===== config.mk =====
export PLATFORM = sky130hd
export DESIGN_NAME = pwm_carrier_timer
export DESIGN_NICKNAME = d
export VERILOG_FILES = /design/src/rtl/ptc_pkg.sv /design/src/rtl/ptc_counter.sv /design/src/rtl/ptc_events.sv /design/src/rtl/ptc_regs.sv /design/src/rtl/pwm_carrier_timer.sv
export SDC_FILE = /design/constraint.sdc
export NUM_CORES = 1
export LEC_CHECK = 0
export CAP_MARGIN = 20
export CORE_MARGIN = 5
export CORE_UTILIZATION = 56
export DETAILED_ROUTE_END_ITERATION = 6
export DONT_BUFFER_PORTS = 1
export PLACE_DENSITY = 0.72
export REMOVE_ABC_BUFFERS = 1
export SLEW_MARGIN = 40
export SYNTH_ARGS = -nofsm -noshare
export SYNTH_HDL_FRONTEND = slang
export SYNTH_SLANG_ARGS = --single-unit

===== constraint.sdc =====
create_clock -name clk -period 2.88 [get_ports clk]
set_clock_uncertainty 0.05 [all_clocks]
set_input_delay 0.288 -clock clk [delete_from_list [all_inputs] [get_ports clk]]
set_output_delay 0.288 -clock clk [all_outputs]
set_load 0.05 [all_outputs]

===== src/rtl/ptc_pkg.sv =====
package ptc_pkg;
   localparam int ADDR_W   = 3;
   localparam int A_CTRL   = 0;
   localparam int A_STAT   = 1;
   localparam int A_PEAKB  = 2;
   localparam int A_CMPB   = 3;
   localparam int A_DT2    = 4;
   localparam int A_PEAKA  = 5;
   localparam int A_CMPA   = 6;
   localparam int A_COUNT  = 7;
   localparam int B_RUN    = 0;
   localparam int B_TRG    = 1;
   localparam int B_IEM    = 2;
   localparam int B_IEN    = 3;
   localparam int B_MODE   = 4;
   localparam int NCH      = 2;
   typedef enum logic [1:0] {
      MODE_OFF    = 2'd0,
      MODE_PEAK   = 2'd1,
      MODE_BOTTOM = 2'd2,
      MODE_BOTH   = 2'd3
   } ptc_mode_e;
endpackage


===== src/rtl/ptc_counter.sv =====
module ptc_counter #(
   parameter int CNT_W = 16
) (
   input  logic             clk,
   input  logic             rst_n,
   input  logic             run,
   input  logic [CNT_W-1:0] peak,
   output logic [CNT_W-1:0] cnt,
   output logic             up,
   output logic             at_peak,
   output logic             at_bottom
);
   localparam logic [CNT_W-1:0] ONE = CNT_W'(1);

   assign at_peak   = run & up & (cnt >= peak);
   assign at_bottom = run & ~up & (cnt == '0);

   always_ff @(posedge clk or negedge rst_n) begin
      if (!rst_n) begin
         cnt <= '0;
         up  <= 1'b1;
      end else if (run) begin
         if (at_peak) begin
            up  <= 1'b0;
            cnt <= (cnt == '0) ? '0 : cnt - ONE;
         end else if (at_bottom) begin
            up  <= 1'b1;
            cnt <= (peak == '0) ? '0 : ONE;
         end else if (up) begin
            cnt <= cnt + ONE;
         end else begin
            cnt <= cnt - ONE;
         end
      end
   end
endmodule


===== src/rtl/ptc_events.sv =====
module ptc_events
   import ptc_pkg::*;
#(
   parameter int CNT_W = 16
) (
   input  logic             clk,
   input  logic             rst_n,
   input  logic             run,
   input  logic [1:0]       mode,
   input  logic             trg_en,
   input  logic             at_peak,
   input  logic             at_bottom,
   input  logic [CNT_W-1:0] cnt,
   input  logic [CNT_W-1:0] cmp_m,
   input  logic [CNT_W-1:0] cmp_n,
   output logic             load_pt,
   output logic [NCH-1:0]   match,
   output logic [NCH-1:0]   pulse,
   output logic             adc_start
);
   logic [CNT_W-1:0] cmpv [NCH];
   logic             adc_ev;

   assign cmpv[0] = cmp_m;
   assign cmpv[1] = cmp_n;

   // bit 0 of mode: load at peak, trigger at bottom; bit 1: the reverse
   assign load_pt = (mode[0] & at_peak) | (mode[1] & at_bottom);
   assign adc_ev  = (mode[0] & at_bottom) | (mode[1] & at_peak);

   for (genvar k = 0; k < NCH; k++) begin : g_ch
      assign match[k] = run & (cnt == cmpv[k]);
      always_ff @(posedge clk or negedge rst_n) begin
         if (!rst_n) pulse[k] <= 1'b0;
         else        pulse[k] <= match[k];
      end
   end

   always_ff @(posedge clk or negedge rst_n) begin
      if (!rst_n) adc_start <= 1'b0;
      else        adc_start <= trg_en & adc_ev;
   end
endmodule


===== src/rtl/ptc_regs.sv =====
module ptc_regs
   import ptc_pkg::*;
#(
   parameter int               CNT_W    = 16,
   parameter logic [CNT_W-1:0] PEAK_RST = '1
) (
   input  logic              clk,
   input  logic              rst_n,
   input  logic              we,
   input  logic [ADDR_W-1:0] addr,
   input  logic [CNT_W-1:0]  wdata,
   input  logic              load_pt,
   input  logic [NCH-1:0]    match,
   input  logic [CNT_W-1:0]  cnt,
   output logic              run,
   output logic              trg_en,
   output logic              ie_m,
   output logic              ie_n,
   output logic [1:0]        mode,
   output logic [NCH-1:0]    flags,
   output logic [CNT_W-1:0]  peak_act,
   output logic [CNT_W-1:0]  cmp_act,
   output logic [CNT_W-1:0]  dt2,
   output logic [CNT_W-1:0]  rdata
);
   logic [CNT_W-1:0] peak_buf, cmp_buf;
   logic             load_act;

   assign load_act = ~run | load_pt;

   always_ff @(posedge clk or negedge rst_n) begin
      if (!rst_n) begin
         run <= 1'b0; trg_en <= 1'b0; ie_m <= 1'b0; ie_n <= 1'b0;
         mode     <= MODE_OFF;
         peak_buf <= PEAK_RST;
         cmp_buf  <= '0;
         dt2      <= '0;
      end else if (we) begin
         case (int'(addr))
            A_CTRL: begin
               run    <= wdata[B_RUN];
               trg_en <= wdata[B_TRG];
               ie_m   <= wdata[B_IEM];
               ie_n   <= wdata[B_IEN];
               mode   <= wdata[B_MODE+:2];
            end
            A_PEAKB: peak_buf <= wdata;
            A_CMPB:  cmp_buf  <= wdata;
            A_DT2:   dt2      <= wdata;
            default: ;
         endcase
      end
   end

   always_ff @(posedge clk or negedge rst_n) begin
      if (!rst_n) begin
         peak_act <= PEAK_RST;
         cmp_act  <= '0;
      end else if (load_act) begin
         peak_act <= peak_buf;
         cmp_act  <= cmp_buf;
      end
   end

   for (genvar k = 0; k < NCH; k++) begin : g_flag
      always_ff @(posedge clk or negedge rst_n) begin
         if (!rst_n)
            flags[k] <= 1'b0;
         else if (match[k])
            flags[k] <= 1'b1;
         else if (we && int'(addr) == A_STAT && !wdata[k])
            flags[k] <= 1'b0;
      end
   end

   always_comb begin
      rdata = '0;
      case (int'(addr))
         A_CTRL:  rdata[B_MODE+1:0] = {mode, ie_n, ie_m, trg_en, run};
         A_STAT:  rdata[NCH-1:0]    = flags;
         A_PEAKB: rdata = peak_buf;
         A_CMPB:  rdata = cmp_buf;
         A_DT2:   rdata = dt2;
         A_PEAKA: rdata = peak_act;
         A_CMPA:  rdata = cmp_act;
         default: rdata = cnt;
      endcase
   end
endmodule


===== src/rtl/pwm_carrier_timer.sv =====
module pwm_carrier_timer
   import ptc_pkg::*;
#(
   parameter int               CNT_W    = 16,
   parameter logic [CNT_W-1:0] PEAK_RST = '1
) (
   input  logic              clk,
   input  logic              rst_n,
   input  logic              reg_we,
   input  logic [2:0]        reg_addr,
   input  logic [CNT_W-1:0]  reg_wdata,
   output logic [CNT_W-1:0]  reg_rdata,
   output logic [CNT_W-1:0]  count,
   output logic              count_up,
   output logic              adc_start,
   output logic              irq_m,
   output logic              irq_n,
   output logic              xfer_m,
   output logic              xfer_n
);
   if (CNT_W < 8) begin : g_w_chk
      $error("CNT_W must be at least 8 to hold the control fields");
   end
   if (ADDR_W != 3) begin : g_a_chk
      $error("register map needs a 3-bit address");
   end

   logic             run, trg_en, ie_m, ie_n, at_peak, at_bottom, load_pt;
   logic [1:0]       mode;
   logic [NCH-1:0]   flags, match, pulse;
   logic [CNT_W-1:0] peak_act, cmp_act, dt2;

   ptc_counter #(.CNT_W(CNT_W)) u_cnt (
      .clk(clk), .rst_n(rst_n), .run(run), .peak(peak_act),
      .cnt(count), .up(count_up), .at_peak(at_peak), .at_bottom(at_bottom)
   );

   ptc_events #(.CNT_W(CNT_W)) u_evt (
      .clk(clk), .rst_n(rst_n), .run(run), .mode(mode), .trg_en(trg_en),
      .at_peak(at_peak), .at_bottom(at_bottom), .cnt(count),
      .cmp_m(cmp_act), .cmp_n(dt2), .load_pt(load_pt), .match(match),
      .pulse(pulse), .adc_start(adc_start)
   );

   ptc_regs #(.CNT_W(CNT_W), .PEAK_RST(PEAK_RST)) u_regs (
      .clk(clk), .rst_n(rst_n), .we(reg_we), .addr(reg_addr),
      .wdata(reg_wdata), .load_pt(load_pt), .match(match), .cnt(count),
      .run(run), .trg_en(trg_en), .ie_m(ie_m), .ie_n(ie_n), .mode(mode),
      .flags(flags), .peak_act(peak_act), .cmp_act(cmp_act), .dt2(dt2),
      .rdata(reg_rdata)
   );

   assign irq_m  = flags[0] & ie_m;
   assign irq_n  = flags[1] & ie_n;
   assign xfer_m = pulse[0];
   assign xfer_n = pulse[1];
endmodule


# Word-level counts from Yosys, hierarchy flattened
# Cells that the tools add are included.
# totals
latchBits	0
ram_bits	0
wordCells	78
mem_count	0
romBits	0
inputBits	22
regBits	108
# classes
order_cmp	1
n_shift	0
n_eq_ne	9
reduce_logical	17
mux	14
n_bitwise	18
n_mul	0
div_mod_pow	0
add_sub_neg	2
# ops
cell	n
2-to-1 mux 16 bit	4
one-hot mux 10 bit (6 select lines)	1
== test 16 bit	2
zero test 16 bit	2
one-hot mux 4 bit (7 select lines)	1
adder 16 x 1 -> 16 bit (second input constant)	1
greater-or-equal comparator 16 bit	1
subtractor 16 x 1 -> 16 bit (second input constant)	1
one-hot mux 2 bit (7 select lines)	1
AND 1 bit	13
AND reduction 2 bit	5
== test 3 x 2 -> 1 bit (second input constant)	3
== test 3 bit (second input constant)	3
2-to-1 mux 1 bit	7
nonzero test 2 bit	3
== test 3 x 1 -> 1 bit (second input constant)	1
logical AND 1 bit	3
zero test 3 bit	1
bitwise OR 1 bit	3
zero test 1 bit	2
inverter 1 bit	2
OR reduction 2 bit	1

# Longest topological paths before layout
# logic_depth
word_depth	6
depth_mapped	12

# Hierarchy
# Synthesis repeated with hierarchy kept, for this count alone.
# hier_totals
hier_cells	622
area_unflattened_um2	6829.0
# modules_own_cells
module	n_inst	area_each_um2	cells_each
ptc_regs	1	4247.8	311
ptc_counter	1	2108.3	259
ptc_events	1	460.4	50
pwm_carrier_timer	1	12.5	2

# Worst setup path after synthesis
# OpenSTA, ideal clock, no wires.
# synth_timing
path_type	register -> register
startpoint	register u_cnt.cnt[0]
endpoint	register u_regs.cmp_act[10]
path_stages_with_launch	11
period_less_slack_ns	3.253
arrival_ns	3.076
n_path_buf	2
setup_slack_ns	-0.373
setup_time_ns	0.128
cell_sequence	dfrtp_1 -> clkbuf_1 -> inv_1 -> ha_1 -> nand2b_1 -> a2111oi_0 -> or4b_4 -> a31oi_4 -> a221o_1 -> buf_4 -> mux2_1
# synth_between
elab_chain_len	5
# synth_rtl
item	line_no	source
from (decl)	ptc_counter.sv:8	output logic [CNT_W-1:0] cnt,
from (signal assigned)	ptc_counter.sv:25	cnt <= (cnt == '0) ? '0 : cnt - ONE;
from (signal assigned)	ptc_counter.sv:28	cnt <= (peak == '0) ? '0 : ONE;
from (signal assigned)	ptc_counter.sv:30	cnt <= cnt + ONE;
greater-or-equal comparator 16 bit or zero test 16 bit (tied branches)	ptc_counter.sv:15, ptc_counter.sv:16	
AND 1 bit (on tied branches)	ptc_counter.sv:15, ptc_counter.sv:16	
AND 1 bit	ptc_events.sv:28	assign load_pt = (mode[0] & at_peak) | (mode[1] & at_bottom);
bitwise OR 1 bit *	ptc_events.sv:28	
bitwise OR 1 bit *	ptc_regs.sv:29	assign load_act = ~run | load_pt;
to (signal assigned)	ptc_regs.sv:61	cmp_act <= cmp_buf;
to (decl)	ptc_regs.sv:22	output logic [CNT_W-1:0] cmp_act,
# Every way passes the cells marked *; elsewhere a longest branch is shown, timed or not.
# A chain may end at the register's enable or synchronous reset.

# Final worst setup path
# layout_timing
startpoint	register u_regs.peak_act[11]
endpoint	register u_regs.cmp_act[11]
# layout_between
elab_chain_len	5
# layout_rtl
item	line_no	source
from (decl)	ptc_regs.sv:21	output logic [CNT_W-1:0] peak_act,
from (signal assigned)	ptc_regs.sv:60	peak_act <= peak_buf;
greater-or-equal comparator 16 bit	ptc_counter.sv:15	assign at_peak = run & up & (cnt >= peak);
AND 1 bit	ptc_counter.sv:15	
AND 1 bit	ptc_events.sv:28	
bitwise OR 1 bit	ptc_events.sv:28	
bitwise OR 1 bit	ptc_regs.sv:29	
# Every way passes these cells.

==> results.sh <==
export IMPL_power_density_mw_per_mm2=948
export IMPL_fin_util=0.683
export IMPL_hold_viol_final=0
export IMPL_violations="setup timing"
export IMPL_wl_met2_mm=9.73
export IMPL_maxCapViolations=0
export IMPL_status="complete, but fails checks"
export IMPL_crit_fanout=5
export IMPL_wl_met3_mm=1.95
export IMPL_clk_path_buf_depth=2
export IMPL_leakagePower_nw=3.30
export IMPL_fin_crit_sh=1.04
export IMPL_yosysTopAreaCell="dfrtp_1"
export IMPL_start_util=0.573
export IMPL_yosys_area_top_type_share=0.286
export IMPL_final_max_slew_viol_count=0
export IMPL_grt_pass1_vias=5552
export IMPL_max_clock_freq_ghz=0.333
export IMPL_drt_iter0_drc=902
export IMPL_rsz0062_at_grt="yes"
export IMPL_ant_nets=0
export IMPL_viasPerCell=6.76
export IMPL_globalRouteOverflowTotal=0
export IMPL_synth_area_sq_mm=0.00657
export IMPL_hold_class="in -> reg"
export IMPL_fin_ws_ns=-0.127
export IMPL_post_route_drc_count=0
export IMPL_final_nets=744
export IMPL_rows=39
export IMPL_synth_area_leaders="dfrtp_1, dfstp_2, mux2_2"
export IMPL_cp_arrival_ns=3.20
export IMPL_grt_pass1_wl_mm=31.3
export IMPL_synth_edf_count=0
export IMPL_clk_pin_slew_ns=0.08
export IMPL_worst_setup_path_start_kind="flop"
export IMPL_core_sq_mm=0.0115
export IMPL_slowest_delay_ns=0.55
export IMPL_numPortBuffers=0
export IMPL_power_mw=7.42
export IMPL_wl_met1_mm=8.01
export IMPL_period_minus_slack_ns=3.01
export IMPL_cts_tree="built"
export IMPL_die_w_microns=118
export IMPL_ios=60
export IMPL_required_ns=3.07
export IMPL_async_flop_share=1.00
export IMPL_clkSinkCount=108
export IMPL_tightest_slew_ns=0.678
export IMPL_yosysUniqueCellTypes=62
export IMPL_path_cells="inv_1, ha_4, nand2_1, nor3_2, or4b_4, a31oi_4, a221o_2, clkbuf_16, mux2_4"
export IMPL_crit_type="reg -> reg"
export IMPL_synth_flop_cell="dfrtp_1"
export IMPL_wl_per_cell_microns=23.8
export IMPL_antenna_found_initial=0
export IMPL_clock_latency_ns=0.36
export IMPL_synth_area_per_cell_sq_um=9.99
export IMPL_fp_dieH_microns=118
export IMPL_ir_drop_mv=0.653
export IMPL_max_slew_margin=0.547
export IMPL_drive_gt1_frac=0.350
export IMPL_ys_ff_latch=108
export IMPL_dr_total_vias=5750
export IMPL_synth_cells=657
export IMPL_dieArea_sq_mm=0.0140
export IMPL_synth_seq_area_share=0.418
export IMPL_dr_pass1_iters=6
export IMPL_grt_max_degree=109
export IMPL_cts_root_buffer="clkbuf_16"
export IMPL_endpoint_kind="flop"
export IMPL_top_layer_used="met4"
export IMPL_crit_slowest_cell="dfstp_2"
export IMPL_setup_viol=38
export IMPL_areaGrowthSynthToFinish_pct=19.2
export IMPL_track_usage=0.278
export IMPL_gp_congestion=0.914
export IMPL_wl_mm=20.3
export IMPL_cts_buffers=9
export IMPL_yosys_warnings=0
export IMPL_htree_levels=3
export IMPL_antenna_cells=0
export IMPL_place_hpwl_mm=13.4
metrics by stage:
| stage | hold WS (ns) | std cells | instance area, sq um | worst slack [ns] | setup TNS, ns |
|---|---|---|---|---|---|
| floorplan | -0.0576 | 608 | 6340 | -1.09 | -34.56 |
| global placement | -0.0535 | 819 | 7050 | -0.0284 | -0.425 |
| detailed placement | -0.0517 | 819 | 7050 | -0.103 | -1.75 |
| CTS | 0.0139 | 840 | 7470 | 0.00295 | 0 |
| global route | 0.00802 | 851 | 7830 | -0.163 | -4.68 |
| finish | 0.0190 | 851 | 7830 | -0.127 | -2.63 |
logic make-up (layout without fill, tap and decap cells):
logic type	after synthesis	after routing	share of synthesized area
multiplexers	90	90	0.153
AO/OA/AOI/OAI	153	153	0.158
XOR/XNOR	32	32	0.0427
flip-flops	108	108	0.418
adder cells (fa/ha/maj)	19	19	0.0362
AND/OR/NAND/NOR	183	183	0.144
buffers and inverters	72	123	0.0476
power breakdown:
part | total (mW) | switching, mW | internal, mW
combinational | 3.54 | 2.09 | 1.45
sequential | 2.55 | 0.487 | 2.06
clock | 1.34 | 0.626 | 0.716
total | 7.42 | 3.20 | 4.22
per-layer routing:
metal | track usage | up-vias
li1 | - | 2510
met1 | 0.374 | 2822
met2 | 0.447 | 364
met3 | 0.0692 | 54
met4 | 0.0789 | 0
met5 | 0 | -
cells in the mapped netlist, drive strengths merged, types with 17 or more instances:
cell type	count
a21oi	27
clkbuf	35
dfrtp	75
dfstp	33
ha	19
inv	22
mux2	83
nand2	50
nor2	33
nor3	17
o21ai	41
xor2	32
what timing repair did:
item                                   in CTS  in global routing
setup endpoints to repair                  30                 33
pin swaps                                   4                 19
hold buffers                                3                  0
gates resized for setup                     3                 49
cloned                                      1                  4
endpoints found under the hold margin     109                  0
buffers inserted                            1                  8
worst max-delay path: cells and delay by family (launching register included):
kind,cells,cell delay [ns]
adder cells (fa/ha/maj),1,0.29
AND/OR/NAND/NOR,3,0.82
multiplexers,1,0.30
AO/OA/AOI/OAI,2,0.56
flip-flops,1,0.55
buffers and inverters,2,0.32
placed cells by master (no fill, tap or decap), drive strengths merged, types with 6 or more instances in the layout:
master   n
o211ai   6
nor4    16
buf     79
ha      19
xor2    32
o21ai   41
inv     24
dfstp   33
nand2b  11
a31oi   12
nand3   13
o22a    11
nor3    17
mux2i    7
and3     9
clkbuf  12
mux2    83
nor2    33
dfrtp   75
nand2   50
a22oi   11
nand4   10
a221oi  11
a21oi   27
nor2b    7
final cells by class:
class / count / area [sq um]
multi-input combinational: 477 / 3730
clock buffer: 10 / 239
timing repair buffer: 84 / 771
clock inverter: 6 / 81.3
inverter: 23 / 86.3
sequential: 108 / 2740
fill: 830 / 3640
tap: 143 / 179
flip-flops by register name (all words and copies together) (netlist names):
register,flops
u_cnt.cnt,16
u_regs.cmp_buf,16
u_regs.ie_m,1
u_regs.peak_act,16
u_regs.trg_en,1
u_regs.dt2,16
u_evt.adc_start,1
u_regs.run,1
u_regs.mode,2
u_regs.ie_n,1
u_evt.pulse,2
u_cnt.up,1
u_regs.flags,2
u_regs.peak_buf,16
u_regs.cmp_act,16
path summary, 6_finish.rpt:
check	slack [ns]	cells after the start	start	end
max reg2reg	-0.13	9	u_regs.peak_act[11]	u_regs.cmp_act[11]
min	0.02	1	reg_wdata[14]	u_regs.cmp_buf[14]
max	-0.13	9	u_regs.peak_act[11]	u_regs.cmp_act[11]
max in group asynchronous	1.83	2	rst_n	u_regs.cmp_buf[9]
min reg2reg	0.42	2	u_regs.peak_buf[10]	u_regs.peak_act[10]
min in group asynchronous	0.41	2	rst_n	u_cnt.cnt[3]
Note: power is estimated with default switching activity, not from simulation.
